<file path="config.mk">
export PLATFORM = sky130hd
export DESIGN_NAME = sample_ring_buf
export DESIGN_NICKNAME = d
export VERILOG_FILES = /design/src/rtl/sbuf_pkg.sv /design/src/rtl/sbuf_ptrs.sv /design/src/rtl/sbuf_store.sv /design/src/rtl/sbuf_settle.sv /design/src/rtl/sbuf_outmux.sv /design/src/rtl/sample_ring_buf.sv
export SDC_FILE = /design/constraint.sdc
export NUM_CORES = 1
export LEC_CHECK = 0
export CELL_PAD_IN_SITES_DETAIL_PLACEMENT = 0
export CELL_PAD_IN_SITES_GLOBAL_PLACEMENT = 2
export CORE_ASPECT_RATIO = 2
export CORE_MARGIN = 4
export CORE_UTILIZATION = 35
export CTS_CLUSTER_SIZE = 25
export DETAILED_ROUTE_END_ITERATION = 7
export GPL_TIMING_DRIVEN = 1
export PLACE_DENSITY_LB_ADDON = 0.2
export SYNTH_ARGS = -nofsm -noshare
export SYNTH_HDL_FRONTEND = slang
export SYNTH_SLANG_ARGS = --single-unit
</file>
<file path="constraint.sdc">
create_clock -name clk -period 23.8 [get_ports clk]
set_clock_uncertainty 0.2 [all_clocks]
set_input_delay 4.76 -clock clk [delete_from_list [all_inputs] [get_ports clk]]
set_output_delay 4.76 -clock clk [all_outputs]
set_load 0.01 [all_outputs]
</file>
<file path="src/rtl/sbuf_pkg.sv">
package sbuf_pkg;
  parameter int unsigned FIELD_W = 16;
  localparam int unsigned BYTE_W = FIELD_W / 2;

  localparam logic [2:0] SEL_I     = 3'd0;
  localparam logic [2:0] SEL_Q     = 3'd1;
  localparam logic [2:0] SEL_MAG   = 3'd2;
  localparam logic [2:0] SEL_PHASE = 3'd3;
  localparam logic [2:0] SEL_FREQ  = 3'd4;
  localparam logic [2:0] SEL_ADV   = 3'd7;

  typedef struct packed {
    logic [FIELD_W-1:0] i;
    logic [FIELD_W-1:0] q;
    logic [FIELD_W-1:0] mag;
    logic [FIELD_W-1:0] phase;
    logic [FIELD_W-1:0] freq;
  } sample_t;
endpackage

</file>
<file path="src/rtl/sbuf_ptrs.sv">
module sbuf_ptrs #(
  parameter int unsigned PTR_W = 3
) (
  input  logic             clk,
  input  logic             rst_n,
  input  logic             clr,
  input  logic             wr_req,
  input  logic             rd_req,
  input  logic [PTR_W-1:0] thr,
  output logic [PTR_W-1:0] wr_ptr,
  output logic [PTR_W-1:0] rd_ptr,
  output logic [PTR_W-1:0] fill,
  output logic             full,
  output logic             wr_fire,
  output logic             rd_fire,
  output logic             irq
);
  localparam logic [PTR_W-1:0] ONE = PTR_W'(1);

  logic             empty;
  logic [PTR_W-1:0] fill_nx;

  // Full/empty are one-ahead comparisons, so the pointers can never meet.
  assign full    = ((wr_ptr + ONE) == rd_ptr);
  assign empty   = ((rd_ptr + ONE) == wr_ptr);
  assign fill    = wr_ptr - rd_ptr - ONE;
  assign wr_fire = wr_req && !full && !clr;
  assign rd_fire = rd_req && !empty && !clr;

  always_comb begin
    fill_nx = fill;
    if (wr_fire && !rd_fire)      fill_nx = fill + ONE;
    else if (rd_fire && !wr_fire) fill_nx = fill - ONE;
  end

  always_ff @(posedge clk) begin
    if (!rst_n || clr) begin
      wr_ptr <= '0;
      rd_ptr <= '1;
      irq    <= 1'b0;
    end else begin
      if (wr_fire) wr_ptr <= wr_ptr + ONE;
      if (rd_fire) rd_ptr <= rd_ptr + ONE;
      if (fill_nx <= thr)
        irq <= 1'b0;
      else if (wr_fire && !rd_fire && (fill == thr))
        irq <= 1'b1;
    end
  end
endmodule

</file>
<file path="src/rtl/sbuf_store.sv">
module sbuf_store #(
  parameter int unsigned PTR_W = 3
) (
  input  logic              clk,
  input  logic              rst_n,
  input  logic              we,
  input  logic [PTR_W-1:0]  waddr,
  input  sbuf_pkg::sample_t wdata,
  input  logic [PTR_W-1:0]  raddr,
  output sbuf_pkg::sample_t rdata
);
  localparam int unsigned DEPTH = 1 << PTR_W;

  sbuf_pkg::sample_t mem [DEPTH];

  always_ff @(posedge clk) begin
    if (!rst_n) begin
      for (int k = 0; k < DEPTH; k++) mem[k] <= '0;
    end else if (we) begin
      mem[waddr] <= wdata;
    end
  end

  assign rdata = mem[raddr];
endmodule

</file>
<file path="src/rtl/sbuf_settle.sv">
module sbuf_settle #(
  parameter int unsigned SETTLE_CYC = 4
) (
  input  logic clk,
  input  logic rst_n,
  input  logic start,
  output logic ready
);
  localparam int unsigned CNT_W = $clog2(SETTLE_CYC + 1);

  logic [CNT_W-1:0] cnt;

  always_ff @(posedge clk) begin
    if (!rst_n)            cnt <= '0;
    else if (start)        cnt <= CNT_W'(SETTLE_CYC);
    else if (cnt != '0)    cnt <= cnt - CNT_W'(1);
  end

  assign ready = (cnt == '0);
endmodule

</file>
<file path="src/rtl/sbuf_outmux.sv">
module sbuf_outmux (
  input  sbuf_pkg::sample_t            cur,
  input  logic [2:0]                   sel,
  input  logic                         oe_a_n,
  input  logic                         oe_b_n,
  output logic [sbuf_pkg::BYTE_W-1:0]  a_byte,
  output logic [sbuf_pkg::BYTE_W-1:0]  b_byte
);
  import sbuf_pkg::*;

  logic [FIELD_W-1:0] word;

  always_comb begin
    case (sel)
      SEL_I:     word = cur.i;
      SEL_Q:     word = cur.q;
      SEL_MAG:   word = cur.mag;
      SEL_PHASE: word = cur.phase;
      SEL_FREQ:  word = cur.freq;
      default:   word = '0;
    endcase
  end

  assign a_byte = oe_a_n ? '0 : word[FIELD_W-1 -: BYTE_W];
  assign b_byte = oe_b_n ? '0 : word[BYTE_W-1:0];
endmodule

</file>
<file path="src/rtl/sample_ring_buf.sv">
module sample_ring_buf #(
  parameter int unsigned PTR_W      = 3,
  parameter int unsigned SETTLE_CYC = 4
) (
  input  logic                          clk,
  input  logic                          rst_n,
  input  logic                          ctl_clr,
  input  logic [PTR_W-1:0]              irq_thresh,
  input  logic                          in_valid,
  output logic                          in_ready,
  input  logic [sbuf_pkg::FIELD_W-1:0]  in_i,
  input  logic [sbuf_pkg::FIELD_W-1:0]  in_q,
  input  logic [sbuf_pkg::FIELD_W-1:0]  in_mag,
  input  logic [sbuf_pkg::FIELD_W-1:0]  in_phase,
  input  logic [sbuf_pkg::FIELD_W-1:0]  in_freq,
  input  logic [2:0]                    sel,
  input  logic                          oe_a_n,
  input  logic                          oe_b_n,
  output logic [sbuf_pkg::BYTE_W-1:0]   aout,
  output logic [sbuf_pkg::BYTE_W-1:0]   bout,
  output logic                          data_valid,
  output logic [PTR_W-1:0]              fill_lvl,
  output logic                          irq
);
  import sbuf_pkg::*;

  logic [PTR_W-1:0] wr_ptr, rd_ptr;
  logic             full, wr_fire, rd_fire;
  logic             adv_lvl, adv_q, adv_req;
  sample_t          wdata, cur;

  // One advance per rising edge of the request condition.
  assign adv_lvl = (sel == SEL_ADV) && !oe_b_n;
  always_ff @(posedge clk) begin
    if (!rst_n) adv_q <= 1'b0;
    else        adv_q <= adv_lvl;
  end
  assign adv_req = adv_lvl && !adv_q;

  assign wdata = '{i: in_i, q: in_q, mag: in_mag, phase: in_phase, freq: in_freq};

  sbuf_ptrs #(.PTR_W(PTR_W)) u_ptrs (
    .clk     (clk),
    .rst_n   (rst_n),
    .clr     (ctl_clr),
    .wr_req  (in_valid),
    .rd_req  (adv_req),
    .thr     (irq_thresh),
    .wr_ptr  (wr_ptr),
    .rd_ptr  (rd_ptr),
    .fill    (fill_lvl),
    .full    (full),
    .wr_fire (wr_fire),
    .rd_fire (rd_fire),
    .irq     (irq)
  );

  sbuf_store #(.PTR_W(PTR_W)) u_store (
    .clk   (clk),
    .rst_n (rst_n),
    .we    (wr_fire),
    .waddr (wr_ptr),
    .wdata (wdata),
    .raddr (rd_ptr),
    .rdata (cur)
  );

  sbuf_settle #(.SETTLE_CYC(SETTLE_CYC)) u_settle (
    .clk   (clk),
    .rst_n (rst_n),
    .start (rd_fire),
    .ready (data_valid)
  );

  sbuf_outmux u_mux (
    .cur    (cur),
    .sel    (sel),
    .oe_a_n (oe_a_n),
    .oe_b_n (oe_b_n),
    .a_byte (aout),
    .b_byte (bout)
  );

  assign in_ready = !full;
endmodule

</file>
---- After elaboration in Yosys (flattened, before gate mapping) ----
Memory sizes are Yosys's and may differ from the RTL's. A register that Yosys moved wholly into a read port is not among the register bits.
Cells that the tools add are included.
storage, ports and cells
  RAM bits ................................ 640
  output and inout port bits .............. 22
  word-level logic and storage cells ...... 65
  memories ................................ 1
  flip-flop bits (word level) ............. 11
memory list
  name         words  width  read ports  clocked after Yosys merged registers in  write ports  RTL line          text
  u_store.mem  8      80     1           1                                        8            sbuf_store.sv:14  sbuf_pkg::sample_t mem [DEPTH];
cells by class
  equal/unequal tests ..................... 8
  reductions and logical operators ........ 25
  $lt $le $gt $ge ......................... 1
  add/subtract/negate cells ............... 7
  bitwise gates (word level) .............. 1
  muxes and demuxes ....................... 16
operators by type and width
  kind                   count
  $mux W80               1
  $pmux W16 S5           1
  $reduce_or A80 Y1      1
  $mux W3                7
  $mux W8                2
  $add A3 B1 Y3 const B  3
  $eq A3 B3 Y1           3
  $logic_and A1 B1 Y1    9
  $sub A3 B1 Y3 const B  3
  $logic_not A1 Y1       8
  $eq A3 B2 Y1 const B   2
  $eq A3 B3 Y1 const B   2
  $logic_not A3 Y1       2
  $mux W1                5
  $reduce_or A2 Y1       2
  $eq A3 B1 Y1 const B   1
  $le A3 B3 Y1           1
  $reduce_bool A3 Y1     1
  $sub A3 B3 Y3          1
  $reduce_bool A2 Y1     1
  $logic_or A1 B1 Y1     1
  $not A1 Y1             1

---- Logic depth before layout (Yosys ltp) ----
Gate-level depths: netlist (run 1).
  word-level depth ........................ 11
  mapped depth ............................ 14

---- Cells and area by module ----
A second synthesis (run 1) with hierarchy kept.
second synthesis, totals
  cell total of the unflattened synthesis .. 1985
  area, all modules ....................... 29645.9 µm²
by module, submodules not included
  module           times used  cells an instance  seq. area each (µm²)  area an instance (µm²)
  sbuf_store       1           1802               19218.4               28122.0
  sbuf_ptrs        1           77                 140.1                 688.2
  sbuf_outmux      1           83                 0.0                   625.6
  sbuf_settle      1           17                 60.1                  166.4
  sample_ring_buf  1           6                  20.0                  43.8

---- Least setup slack after synthesis (run 1) ----
OpenSTA, ideal clock, no wires.
  path kind ............................... input -> register
  start point ............................. input port rst_n
  end point ............................... memory u_store.mem[3][0] (netlist bit) (enable)
  required time ........................... 22971 ps
  buffers on the path ..................... 0
  arrival time ............................ 10978 ps
  stages on the path ...................... 4
  path slack .............................. 11993 ps
  cells stage by stage .................... nor2b_1 o311a_1 nand2_1 o21ai_0
RTL lines
  element          RTL line              text
  start, declared  sample_ring_buf.sv:6  input logic rst_n,
  end, declared    sbuf_store.sv:14

---- Final worst setup path (run 1) ----
  start point ............................. input port sel[2]
  end point ............................... output port aout[2] (netlist bit)
between the ends
  cells in the longest elaborated chain, start to end .. 3
  elaborated cells between the ends (all ways) .. 7
ends and longest elaborated chain
  element                               RTL line               text
  start, declared                       sample_ring_buf.sv:16  input logic [2:0] sel,
  $eq A3 B3 Y1 (tied with other cells)  sbuf_outmux.sv:14      case (sel)
  $pmux W16 S5 *                        sbuf_outmux.sv:14
  $mux W8 *                             sbuf_outmux.sv:24      assign a_byte = oe_a_n ? '0 : word[FIELD_W-1 -: BYTE_W];
  end, declared                         sample_ring_buf.sv:19  output logic [sbuf_pkg::BYTE_W-1:0] aout,
Every way passes the cells marked *; elsewhere a longest branch is shown, timed or not.

==> results of run 1 <==
routing by layer:
layer | wire length (microns) | global-route usage
met1 | 36100 | 0.247
met2 | 50500 | 0.381
met3 | 3910 | 0.0251
met4 | 2890 | 0.0600
met5 | 29 | 0
power by group through the flow:
| stage | clock, mW | combinational [mW] | sequential (mW) |
|---|---|---|---|
| after global routing | 1.02 | 0.155 | 1.32 |
| after global placement | 0 | 0.148 | 1.34 |
| after CTS | 0.980 | 0.149 | 1.32 |
| after floorplan | 0 | 0.0647 | 1.35 |
| final | 0.955 | 0.145 | 1.32 |
| after detailed placement | 0 | 0.148 | 1.34 |
cells by family (layout without fill, tap and decap cells):
kind of cell	Yosys count	in the layout	share of synthesized area
and+or+nand+nor	712	712	0.150
DFF	654	654	0.653
muxes	210	210	0.126
buffers and inverters	153	270	0.0232
AOI/OAI and AO/OA	150	150	0.0372
xor gates and xnor gates	16	16	0.00566
adders and majority gates	11	11	0.00486
other	0	4	0
worst min-delay path by stage:
stage / cells past startpoint / to
floorplan: 2 / u_settle.cnt[1]$_SDFFE_PP0N_
global placement: 2 / u_settle.cnt[1]$_SDFFE_PP0N_
detailed placement: 2 / u_settle.cnt[1]$_SDFFE_PP0N_
CTS: 2 / u_settle.cnt[1]$_SDFFE_PP0N_
global route: 2 / u_settle.cnt[1]$_SDFFE_PP0N_
finish: 2 / u_settle.cnt[1]$_SDFFE_PP0N_
tightest hold or removal path, cell delays in order, from the launching register on:
cell	delay, ns
dfxtp_1	0.31
nor2_1	0.09
a211oi_1	0.04
cells in the final DEF (no fill, tap or decap), types with 3 or more instances in the layout:
master and instances:
xor2_1 3, bufinv_16 5, a31oi_1 4, edfxtp_1 640, nor2_1 11, and3_1 81, dfxtp_1 11, diode_2 4
mux2_2 18, clkinvlp_4 4, mux4_2 130, ha_1 10, nor2_4 6, a22oi_1 18, nand2_1 28, nand2b_1 6
dfxtp_4 3, clkinv_2 18, clkbuf_1 6, mux2i_1 62, inv_1 13, clkinv_1 15, a21o_1 16, a221oi_1 46
a41oi_1 14, buf_4 32, and2_1 507, xnor2_1 11, clkbuf_16 61, and2_4 55, clkdlybuf4s50_1 113, o21ai_0 33
a21oi_1 5, o21ai_4 6
layout make-up:
type,instances,area [sq um]
Antenna cell,4,10.0
Clock buffer,67,1550
Multi-Input combinational cell,1099,9820
Inverter,13,48.8
Timing Repair Buffer,146,1390
Sequential cell,654,19500
Clock inverter,44,344
Tap cell,1071,1340
Fill cell,7704,50600
sequential cells by signal, summed over array words and instances (netlist names), named ones only:
register / count
u_store.mem: 640
u_ptrs.rd_ptr: 3
u_ptrs.irq: 1
u_settle.cnt: 3
u_ptrs.wr_ptr: 3
adv_q: 1
==> run summary, run 1 <==
The flow ran to the end, and the final reports show no timing, DRC or antenna violations. Among the stages of the critical path, the cell type that occurs most often is clkdlybuf4s50_1. The cell with the largest stage delay on the worst path is nor3b_4. The total count of max-transition violations in the final report came out at 0.

The post-CTS resize count is 0. The internal reg-to-reg setup slack is 19.04 ns. The chip height came out at about 420 microns. Buffers placed on the I/O ports in this run total about 110.

The switching part of the total power came out at 0.224. The startpoint of the most critical setup path is sel[2]. The most used flip-flop cell after synthesis is edfxtp_1. The number of CTS-inserted buffers came out at 59. The count of nets after finishing is between 2000 and 2500. The global-route congestion overflow total came out at 0. Across all setup checks in the final design, the least slack found is 10.95 ns. The total power density per cell area came out at just over 70 nW/um^2. Of the total power, combinational logic draws 0.060. The worst setup timing slack at the placement stage is roughly 11 ns. Dividing the final minimum period by the clock period gives 0.540. In this design, the largest share of critical-path delay is due to buffers and inverters. The number of cells on the worst reg-to-reg path came out at 8.

Among all cell types in the netlist, the one instantiated most often is edfxtp_1. The count of TritonRoute iterations in the first routing pass is 5. The floorplan step set the die width to between 200 and 250 microns. The fraction of final layout cells sized beyond drive strength 1 is 0.174.

Setup repair after global routing left no endpoint under its margin. The leakage power total came out at between 10 and 15 nW. The initial antenna violation count came to 5.

The placed instance count came out at a little under 3000. The global-route total usage across every layer came out at 0.204. The worst hold path begins at u_settle.cnt[1]$_SDFFE_PP0N_. The cell sitting at the root of the clock tree is a clkbuf_16.

The global-route wire length before repair is ~130000 microns. STA classifies the critical path startpoint as a primary input. The floorplan has ~150 rows.

The CTS tree is yes. The arrival time at the worst endpoint came out at ~8 ns. CTS built an H-tree with a depth of 2. The post-route non-filler standard cell count came out at 3098. The wire-length estimate of the detail-placed layout is ~55000 microns. The clock transition at the registers of the reported paths is 0.06 ns.

The mapped netlist covers 29900 sq um. The internal power component is between 1.5 and 2 mW. The placement-stage cell area is 32100 sq um. The insertion delay to the later sink of the worst-skew pair is 0.62 ns. The count of yosys warnings during synthesis came out at 0. The growth of design area from synthesis to finish is 13.9%. The power share of the clock group came out at 0.395. Of all cell types, the one taking the most synthesized area is edfxtp_1. The total wirelength of the detailed-routed design is roughly 93000 microns. The number of global-route vias before repair came out at 18000. Summed over all failing endpoints, the final setup total negative slack is 0 ns.

The hold-fix buffer count after cts is 0. The final count of hold timing violations is 0. The number of buffers on the longest clock path came out at 3. The number of buffers and inverters on the critical path is 2.

The critical path depth in cells came out at 6. The delay of the slowest cell on the worst path came out at 1.02 ns. In this run, synthesis produced a sequential element count of around 650. The share of the Yosys chip area taken by registers is 0.653. The mean number of vias per cell came out at about 5.4. The post-synthesis area per instance came out at about 16 sq um. For this run, asynchronously set or reset flops after synthesis account for 0.

The setup path with the least slack is of type in2out. In this run the critical register-to-register path is launched from u_ptrs.wr_ptr[0]$_SDFFE_PP0N_. The die area is 90300 sq um.

The min-delay analysis places its worst path in the category reg2reg. The first routing iteration left between 1000 and 1500 violations. The number of distinct library cells after synthesis is between 40 and 50. Based on the critical path, the design can be clocked at up to ~0.078 GHz. The post-detailed-route DRC marker count is 0. After routing the design area is approximately 34000 sq um.

The part of the power in registers came out at 0.545. The worst register-to-register path ends at u_store.mem[5][4]$_SDFFCE_PN0P_. The most critical setup path has its endpoint at aout[2]. The number of nets with antenna violations after detailed routing came out at 0. The number of flops mapped to enable cells by yosys came out at 640. The pin count of the biggest net entering global routing came out at approximately 110. The detailed router placed roughly 17000 vias in this run.

At the worst endpoint, the required time is about 19 ns. The worst setup path is captured at an output port. The initial utilization of the core area, before any placement, comes to 0.353. The detailed-route wire length per cell is 30.1 microns.

The critical path goes through clkdlybuf4s50_1, nor3b_4, a22oi_1, a21o_1, a41oi_1, clkdlybuf4s50_1. Ranked by instance count, the synthesized netlist is headed by edfxtp_1, and2_1, mux4_2, clkbuf_1, and3_1. The end-of-flow core utilization came out at 0.402. The worst max-slew margin expressed relative to the limit came out at 0.210. The proportion of netlist area held by the largest area contributor came out at 0.644. The synthesized instance count came out at between 1500 and 2000. The switching component of the power came out at 542 uW. The maximum VDD drop came out at ~0.062 mV. The number of post-CTS setup repair buffers came out at 0. Ranked by total cell area, the synthesized netlist is headed by edfxtp_1, and2_1, mux4_2, mux2i_1, and3_1.

The transition time at the pin with the least slew margin came out at around 1.2 ns. The core region is roughly 85000 sq um. The tightest hold path in the finished design has a slack of 0.293 ns. The number of top-level pins is 114. The peak fanout along the critical path is 27. The clock sink total is 654.

The final-report setup violation count is 0. The clock period could shrink to roughly 13 ns. The net count after synthesis is between 2000 and 2500. Summing internal, switching and leakage power gives ~2.4 mW. At the end of routability-driven placement, the weighted congestion stood at between 0.8 and 0.9. The count of maximum capacitance violations came out at 0.
(Power assumes the default switching activity.)
==> run 2, diff against run 1 <==
Clock period 23.8 ns to 11.02 ns, I/O delays scaled along.
==> run summary, run 2 (synthesis gave the netlist of run 1 again) <==
The run finished with clean final reports. The number of post-CTS setup repair buffers came out at 0. The growth of design area from synthesis to finish came out at 14.1%. CTS built an H-tree with a depth of 2. The pin count of the biggest net entering global routing came out at 111. The count of input and output buffers is 113. Setup repair after global routing left no endpoint under its margin. The core area came out at between 80000 and 90000 sq um. The number of global-route vias before repair came out at approximately 18000. The chip height is about 420 microns.

The post-detailed-route DRC marker count came out at 0. The die extent in x is 215 microns. The count of maximum capacitance violations is 0. The final period demand of the worst path is roughly 7.7 ns. The total count of max-transition violations in the final report came out at 0. The clock sink total is 654.

TritonCTS built the clock tree. The least setup slack across all paths after layout came out at 3.30 ns. The global-route congestion overflow total came out at 0. The final count of hold timing violations was 0. The delay of the slowest cell on the worst path is approximately 0.80 ns. For this run, the total global-route usage over all layers was measured as 0.203. The number of fillers in the final layout is between 7000 and 8000. The first TritonRoute pass finished after 5 iterations. The path type of the worst setup path is in2out. The hold-fix buffer count after cts is 0. For the final routed database, the setup TNS stands at 0 ns.

The global-route wire length before repair is 133000 microns. The insertion delay to the later sink of the worst-skew pair came out at 0.64 ns. The cell with the largest stage delay on the worst path is and2_0. The number of top-level pins is about 110. More flip-flops sit in one register than any other, and that register is u_store.mem. In this run the power density over the cells is approximately 150 nW/um^2. The final layout contains routed wiring with a total length of approximately 92000 microns.

The sum of buffers and inverters on the critical path is 2. In this run the static leakage power is about 13 nW. The post-route fraction of the period consumed by the critical path came out at 0.701.

The floorplan row count came out at ~150. The weighted congestion at the end of routability-driven global placement came out at 0.775. In the final layout, the share of cells above drive strength 1 is 0.171. The maximum VDD drop is ~0.12 mV.

The post-CTS resize count is 0. The number of flip-flops under the largest register name came out at between 600 and 700. The mean number of vias per cell is 5.37. The wire-length estimate of the detail-placed layout is approximately 54000 microns. The number of CTS-inserted buffers is 60. The count of nets after finishing came out at 2080.

After detailed routing, the average wire length per cell comes to around 30 microns. The class of the most critical hold timing path is reg2reg. Setup violations remaining at the end of the flow were counted as 0. The die area is ~90000 sq um.

The initial standard-cell utilization of the core came out at 0.353. The arrival time at the worst endpoint came out at roughly 5.3 ns. The number of buffers on the longest clock path is 3.

The clock transition at the registers of the reported paths came out at about 0.07 ns. In this design, the largest share of critical-path delay is due to buffers and inverters. At the worst endpoint, the required time is 8.62 ns.

The root cell of the clock tree is clkbuf_16. For this run, the top clock speed supported by timing is around 0.13 GHz. The vias after detailed routing is between 15000 and 20000. At the pin with the least slew margin, the transition time is ~1.2 ns.

The number of nets with antenna violations after detailed routing is 0. The worst setup path is captured at an output port. Leaving out fill and tap cells, the most frequent cells in the layout are edfxtp_1, and2_1, mux4_2, clkdlybuf4s50_1, and3_1.

The initial detailed-routing violation count came out at 1220. Headroom to the max-slew limit came out at 0.193. Leaving out fill and tap cells, the most frequent cell in the layout is edfxtp_1.

Along the worst path, the maximum fanout reaches 14. The worst setup timing slack at the placement stage is between 3 and 4 ns. The initial antenna violation count is 4. In this design, the critical path's most frequently occurring cell is clkdlybuf4s50_1.

The signal on the critical path passes through clkdlybuf4s50_1, nor2_1, and2_0, a221oi_1, a21o_1, a41oi_1, clkdlybuf4s50_1. The worst setup path is launched from a primary input.
run 2: cell count changes in the layout (fill, tap and decap cells not counted):
cell,previous run,this run
clkinvlp_4,4,2
clkinv_8,0,1
buf_4,32,33
clkbuf_16,61,62
clkinv_2,18,10
clkinv_1,15,13
buf_12,1,3
diode_2,4,3
clkbuf_1,6,16
run 2: path summary, 6_finish.rpt:
path	cells past startpoint	startpoint	end	slack (ns)
hold reg to reg	2	u_ptrs.irq$_SDFFE_PP0P_	u_ptrs.irq$_SDFFE_PP0P_	0.30
setup reg to reg	8	u_ptrs.wr_ptr[0]$_SDFFE_PP0N_	u_store.mem[4][24]$_SDFFCE_PN0P_	6.41
setup / recovery	7	sel[0]	bout[0]	3.30
hold / removal	2	u_ptrs.irq$_SDFFE_PP0P_	u_ptrs.irq$_SDFFE_PP0P_	0.30
run 2: layout make-up:
cell class | instances | area, sq um | share of cell area
clock inverters | 33 | 298 | 0.00874
repair buffers | 149 | 1440 | 0.0422
multi-input cells | 1099 | 9820 | 0.288
inverters | 13 | 48.8 | 0.00143
clock buffers | 78 | 1610 | 0.0473
well taps | 1071 | 1340 | 0.0393
diodes | 3 | 7.51 | 0.000220
flip-flops and latches | 654 | 19500 | 0.573
run 2: metal layers:
metal	up-vias	routed length (microns)	global-route usage
met1	8779	35400	0.241
met4	4	3080	0.0658
met5	-	29	0
li1	7313	-	-
met2	440	50000	0.378
met3	113	3640	0.0265
run 2: worst min-delay path, stage by stage, from the launching register on:
cell and delay [ns]:
dfxtp_1 0.33, a31oi_1 0.04, nor2_1 0.09
run 2: stage by stage:
| step | hold WS, ns | power [mW] | cell area [sq um] | instances | utilization |
|---|---|---|---|---|---|
| floorplan | 0.271 | 3.05 | 29900 | 1906 | - |
| global placement | 0.282 | 3.21 | 32200 | 2986 | 0.380 |
| detailed placement | 0.281 | 3.22 | 32200 | 2986 | 0.380 |
| CTS | 0.303 | 5.31 | 34100 | 3097 | 0.402 |
| global route | 0.348 | 5.42 | 34100 | 3097 | 0.402 |
| finish | 0.297 | 5.25 | 34100 | 3100 | 0.403 |
run 2: power by group:
group | leakage [nW] | switching [mW] | internal [mW]
Clock | 0.929 | 0.946 | 1.15
Combinational | 5.16 | 0.201 | 0.111
Sequential | 6.74 | 0.0271 | 2.82
Total | 12.8 | 1.17 | 4.08
